`config.mk`:
```
export PLATFORM = sky130hd
export DESIGN_NAME = sts_status_gen
export DESIGN_NICKNAME = d
export VERILOG_FILES = /design/src/rtl/sts_pkg.sv /design/src/rtl/sts_op_timer.sv /design/src/rtl/sts_erase_window.sv /design/src/rtl/sts_status_gen.sv
export SDC_FILE = /design/constraint.sdc
export NUM_CORES = 1
export LEC_CHECK = 0
export BUFFER_PORTS_ARGS = -buffer_cell sky130_fd_sc_hd__buf_2
export CAP_MARGIN = 25
export CORE_ASPECT_RATIO = 2
export CORE_UTILIZATION = 52
export CTS_BUF_LIST = sky130_fd_sc_hd__clkbuf_4 sky130_fd_sc_hd__clkbuf_8
export DETAILED_ROUTE_END_ITERATION = 6
export GPL_TIMING_DRIVEN = 0
export HOLD_SLACK_MARGIN = 0.02
export PLACE_DENSITY_LB_ADDON = 0.15
export SLEW_MARGIN = 15
export SYNTH_ARGS = -nofsm -noshare
export SYNTH_HDL_FRONTEND = slang
export SYNTH_SLANG_ARGS = --single-unit
```
`constraint.sdc`:
```
create_clock -name clk -period 2.52 [get_ports clk]
set_clock_uncertainty 0.1 [all_clocks]
set_input_delay 0.126 -clock clk [delete_from_list [all_inputs] [get_ports clk]]
set_output_delay 0.126 -clock clk [all_outputs]
set_load 0.03 [all_outputs]
```
`src/rtl/sts_pkg.sv`:
```
package sts_pkg;
    localparam int P_POLL = 7;
    localparam int P_TOG  = 6;
    localparam int P_ERR  = 5;
    localparam int P_TMO  = 3;
    localparam logic [7:0] DC_MASK = 8'h17;
endpackage

```
`src/rtl/sts_op_timer.sv`:
```
module sts_op_timer #(
    parameter int CNT_W = 16
) (
    input  logic             clk,
    input  logic             rst_n,
    input  logic             start,
    input  logic             abort,
    input  logic             err_in,
    input  logic [CNT_W-1:0] op_len,
    input  logic [CNT_W-1:0] cyc_limit,
    output logic             busy,
    output logic             err,
    output logic             accept
);
    localparam logic [CNT_W-1:0] ONE = CNT_W'(1);

    typedef struct packed {
        logic             busy;
        logic             err;
        logic [CNT_W-1:0] rem;
        logic [CNT_W-1:0] el;
    } tmr_t;

    tmr_t tmr_d, tmr_q;

    always_comb begin
        tmr_d  = tmr_q;
        accept = start && !tmr_q.busy && !abort;
        if (abort) begin
            tmr_d = '0;
        end else if (accept) begin
            tmr_d.busy = (op_len != '0);
            tmr_d.err  = 1'b0;
            tmr_d.rem  = op_len;
            tmr_d.el   = '0;
        end else if (tmr_q.busy && !tmr_q.err) begin
            if (err_in) begin
                tmr_d.err = 1'b1;
            end else if (tmr_q.rem == ONE) begin
                tmr_d.busy = 1'b0;
            end else if (tmr_q.el + ONE == cyc_limit) begin
                tmr_d.err = 1'b1;
            end else begin
                tmr_d.rem = tmr_q.rem - ONE;
                tmr_d.el  = tmr_q.el + ONE;
            end
        end
    end

    always_ff @(posedge clk or negedge rst_n) begin
        if (!rst_n) tmr_q <= '0;
        else        tmr_q <= tmr_d;
    end

    assign busy = tmr_q.busy;
    assign err  = tmr_q.err;

    assert_err_sticky_R6: assert property (@(posedge clk) disable iff (!rst_n)
        tmr_q.err && !abort |=> tmr_q.err && tmr_q.busy);
    assert_abort_clears_R7: assert property (@(posedge clk) disable iff (!rst_n)
        abort |=> !tmr_q.busy && !tmr_q.err);
endmodule

```
`src/rtl/sts_erase_window.sv`:
```
module sts_erase_window #(
    parameter int WINDOW = 32
) (
    input  logic clk,
    input  logic rst_n,
    input  logic start_acc,
    input  logic is_erase,
    input  logic busy,
    input  logic sector_add,
    input  logic abort,
    output logic closed
);
    localparam int WIN_W = $clog2(WINDOW + 1);
    localparam logic [WIN_W-1:0] WIN_LOAD = WIN_W'(WINDOW);

    typedef struct packed {
        logic             active;
        logic [WIN_W-1:0] cnt;
    } win_t;

    win_t win_d, win_q;

    always_comb begin
        win_d = win_q;
        if (abort) begin
            win_d = '0;
        end else if (start_acc) begin
            win_d.active = is_erase;
            win_d.cnt    = WIN_LOAD;
        end else if (win_q.active && busy) begin
            if (sector_add && win_q.cnt != '0) win_d.cnt = WIN_LOAD;
            else if (win_q.cnt != '0)          win_d.cnt = win_q.cnt - 1'b1;
        end
    end

    always_ff @(posedge clk or negedge rst_n) begin
        if (!rst_n) win_q <= '0;
        else        win_q <= win_d;
    end

    assign closed = win_q.active && (win_q.cnt == '0);

    assert_window_stays_closed_R8: assert property (@(posedge clk) disable iff (!rst_n)
        closed && !start_acc && !abort |=> closed);
endmodule

```
`src/rtl/sts_status_gen.sv`:
```
module sts_status_gen
    import sts_pkg::*;
#(
    parameter int CNT_W  = 16,
    parameter int WINDOW = 32
) (
    input  logic             clk,
    input  logic             rst_n,
    input  logic             op_start,
    input  logic [CNT_W-1:0] op_len,
    input  logic [CNT_W-1:0] cyc_limit,
    input  logic             op_erase,
    input  logic             op_eeprom,
    input  logic [7:0]       wr_data,
    input  logic             err_in,
    input  logic             sector_add,
    input  logic             rd_strobe,
    input  logic             abort_cmd,
    input  logic [7:0]       array_data,
    output logic             busy,
    output logic [7:0]       dout
);
    typedef struct packed {
        logic tog;
        logic data7;
        logic ee;
    } fmt_t;

    fmt_t st_d, st_q;
    logic accept, err, closed;
    logic [7:0] status;

    sts_op_timer #(.CNT_W(CNT_W)) u_timer (
        .clk       (clk),
        .rst_n     (rst_n),
        .start     (op_start),
        .abort     (abort_cmd),
        .err_in    (err_in),
        .op_len    (op_len),
        .cyc_limit (cyc_limit),
        .busy      (busy),
        .err       (err),
        .accept    (accept)
    );

    sts_erase_window #(.WINDOW(WINDOW)) u_window (
        .clk        (clk),
        .rst_n      (rst_n),
        .start_acc  (accept),
        .is_erase   (op_erase),
        .busy       (busy),
        .sector_add (sector_add),
        .abort      (abort_cmd),
        .closed     (closed)
    );

    always_comb begin
        st_d = st_q;
        if (abort_cmd) begin
            st_d.tog = 1'b0;
        end else if (accept) begin
            st_d.tog   = 1'b0;
            st_d.data7 = wr_data[7];
            st_d.ee    = op_eeprom;
        end else if (busy && rd_strobe) begin
            st_d.tog = ~st_q.tog;
        end
    end

    always_ff @(posedge clk or negedge rst_n) begin
        if (!rst_n) st_q <= '0;
        else        st_q <= st_d;
    end

    always_comb begin
        status         = '0;
        status[P_POLL] = ~st_q.data7;
        status[P_TOG]  = st_q.tog;
        if (!st_q.ee) begin
            status[P_ERR] = err;
            status[P_TMO] = closed;
        end
        dout = busy ? status : array_data;
    end

    assert_dq7_complement_R4: assert property (@(posedge clk) disable iff (!rst_n)
        accept && op_len != '0 |=> busy && (dout[7] == !$past(wr_data[7])));
    assert_toggle_flip_R5: assert property (@(posedge clk) disable iff (!rst_n)
        busy && rd_strobe && !abort_cmd |=> st_q.tog != $past(st_q.tog));
    assert_idle_toggle_stable_R5: assert property (@(posedge clk) disable iff (!rst_n)
        !busy && !accept && !abort_cmd |=> $stable(st_q.tog));
    assert_ee_quiet_R9: assert property (@(posedge clk) disable iff (!rst_n)
        busy && st_q.ee |-> dout[5:0] == 6'd0);
    assert_dontcare_zero_R10: assert property (@(posedge clk) disable iff (!rst_n)
        busy |-> (dout & DC_MASK) == 8'd0);
endmodule

```
==> impl_metrics.toml <==
[power]
p_leak_uw = 0.00190
peakVddDrop_uv = 453
power_density_mw_per_mm2 = 407

[yosys]
ys_warn_count = 0
synth-adder-area-share_pct = 1.53
muxShareOfSynthArea_pct = 2.25
synth_edf_count = 0
synthXorXnorAreaFrac_pct = 5.57
postSynthAreaPerCell_sq_um = 8.86
async_flop_share_pct = 100
yosysUniqueCellTypes = 70
synthesis.area_sq_mm = 0.00328
syn-num-nets = 431
synth_top_family_by_area = "simple AND/OR/NAND/NOR gates"
syn_inst = 370
synth_compound_gate_area_share_pct = 21.8
synthSimpleGateAreaFrac_pct = 27.5
ys_seq_area_share_pct = 33.6
ys.flop_type = "dfrtp_1"
ys_ff_latch = 44

[timing]
slew_headroom_pct = 50.6
worst_pin_slew_ns = 0.738
setup-violations-final = 32
rsz0062_at_grt = "true"
slew_viol_final = 0
fmax_mhz = 349
finalCriticalPeriod_ns = 2.86
finalHoldViolCount = 0
holdWs_ns = 0.0447
min_period_over_period_pct = 114
setup_ws_ns = -0.343

[min_path]
min_path_cells = 3
holdCritStartpoint = "op_len[14]"
whs_endpoint = "u_timer.tmr_q[30]"
hold_class = "in2reg"

[grt]
antenna_found_initial = 0
grt_pass1_wl_microns = 17100
grt-ovfl-total = 0
track_usage_pct = 34.1
grt_max_degree = 45
first_global_vias = 3615

[final_layout]
final_cells = 575
drive_gt1_share_pct = 35.6
fin_nets = 551
diodes = 0
fillCellCount = 461
syn_to_final_growth_pct = 38.6
most-common-layout-cells = "62 x buf_2, 39 x buf_4, 39 x dfrtp_1"
final_common_cell = "buf_2"

[setup_path]
worst_ep_arrival_time_ns = 2.98
setup.worst_path.class = "reg2reg"
required_ns = 2.64
timing.rr.end = "u_timer.tmr_q[9]"
ff2ff_setup_slack_ns = -0.34
worst_setup_path_start_kind = "register"
timing.rr.start = "u_timer.tmr_q[4]"
crit_path_end_kind = "register"
critical_path_peak_fanout = 10
reg2reg_depth = 11

[floorplanning]
core_sq_mm = 0.00606
die_x_microns = 58.1
ioPinCount = 66
die_area_sq_mm = 0.00664
die_h_microns = 114
start_util_pct = 54.1
rows = 40

[cts]
clk_latency_ns = 0.31
clkTransAtPathRegs_ns = 0.09
clockRootBuffer = "clkbuf_8"
tritoncts = "built"
cts_buffers = 5
htree_levels = 2
cts.sinks = 44
cts.path.max_buffers = 2

[placed_design]
portBuffers = 58
dp_cells = 512
globalplace.congestion = 0.925
dpl_worst_slack_ns = -0.648
place_hpwl_microns = 7260

[routing]
vias = 3626
wire_per_inst_microns = 19.2
vias_per_cell = 6.31
drcViolationCount = 0
ant_nets = 0
drt_pass1_iterations = 5
drt_iter0_markers = 231
wirelength_microns = 11000

[outcome]
status = "complete, but fails checks"
violations = "setup timing"

[run]
drv_cap = 0
-- flip-flops by register name (all words and copies together) (netlist names) --
signal / flops
u_window.win_q: 7
u_timer.busy: 1
st_q: 3
u_timer.tmr_q: 32
u_timer.err: 1
-- cells in the mapped netlist (11+ instances only) --
master | n | area share [%]
dfrtp_1 | 44 | 34
nor2_1 | 28 | 3.2
nand2_1 | 22 | 2.5
o31ai_1 | 20 | 4.6
a21oi_1 | 18 | 2.7
or4_1 | 18 | 4.1
inv_1 | 14 | 1.6
o21ai_0 | 14 | 2.1
or3_1 | 13 | 2.5
xnor2_1 | 13 | 3.5
nand3_1 | 12 | 1.8
nor4_1 | 12 | 2.3
clkbuf_1 | 11 | 1.3
-- kinds of logic after synthesis --
family	after synthesis
AND/OR/NAND/NOR	153
buffers and inverters	42
AO/OA/AOI/OAI	100
multiplexers	7
flip-flops	44
adder cells (fa/ha/maj)	4
XOR/XNOR	20
-- power by group --
part / switching (uW) / total (uW) / internal [uW]
clock: 259 / 565 / 305
sequential: 47.8 / 803 / 756
combinational: 276 / 480 / 203
-- metrics by stage --
step	total power [uW]	cell area [sq um]	util [%]	setup TNS, ns
after global routing	1940	4540	75.0	-10.93
after global placement	1220	3700	61.0	-14.98
after detailed placement	1230	3700	61.0	-16.01
after CTS	1830	4320	71.3	-6.13
after floorplan	1080	3300	-	-0.0926
final	1850	4540	75.0	-8.05
-- metal layers --
layer	wire length, microns	track usage [%]
met3	483	5.20
met1	3800	34.4
met5	0	0
met4	738	24.6
met2	6020	61.1
-- area by class of cell --
type / count / area, sq um / area share (%)
sequential: 44 / 1110 / 24.4
inverter: 14 / 52.6 / 1.16
buffer: 27 / 238 / 5.23
multi-input combinational: 284 / 2140 / 47.2
clock inverter: 2 / 35.0 / 0.771
timing repair buffer: 114 / 786 / 17.3
clock buffer: 6 / 76.3 / 1.68
tap: 84 / 105 / 2.31
-- how the worst max path moves through the flow --
stage                           from                 to  slack [ns]  depth (start not counted)
finish              u_timer.tmr_q[4]   u_timer.tmr_q[9]       -0.34                         11
global route        u_timer.tmr_q[3]  u_timer.tmr_q[25]       -0.43                         11
CTS                 u_timer.tmr_q[5]  u_timer.tmr_q[26]       -0.25                         10
detailed placement  u_timer.tmr_q[1]  u_timer.tmr_q[26]       -0.65                         11
global placement    u_timer.tmr_q[3]   u_timer.tmr_q[9]       -0.65                         11
floorplan           u_timer.tmr_q[4]  u_timer.tmr_q[29]       -0.03                          9
-- critical path: stages, from the launching register on --
cell and delay [ns]:
dfrtp_1 0.38, clkbuf_8 0.15, buf_4 0.15, and4_2 0.25, and3_1 0.15, o32ai_2 0.30
o2111ai_4 0.22, nor3_4 0.35, clkbuf_4 0.28, buf_6 0.17, o31ai_1 0.07, a21oi_1 0.18
-- repair_timing --
| item | 4_1_cts | 5_1_grt |
|---|---|---|
| hold endpoints to repair | 58 | 0 |
| cloned | 2 | 1 |
| setup buffers | 29 | 8 |
| pin swaps | 15 | 8 |
| resized for setup | 28 | 27 |
| endpoints found under the setup margin | 32 | 39 |
| hold buffers | 15 | 0 |
(Power assumes the default switching activity.)
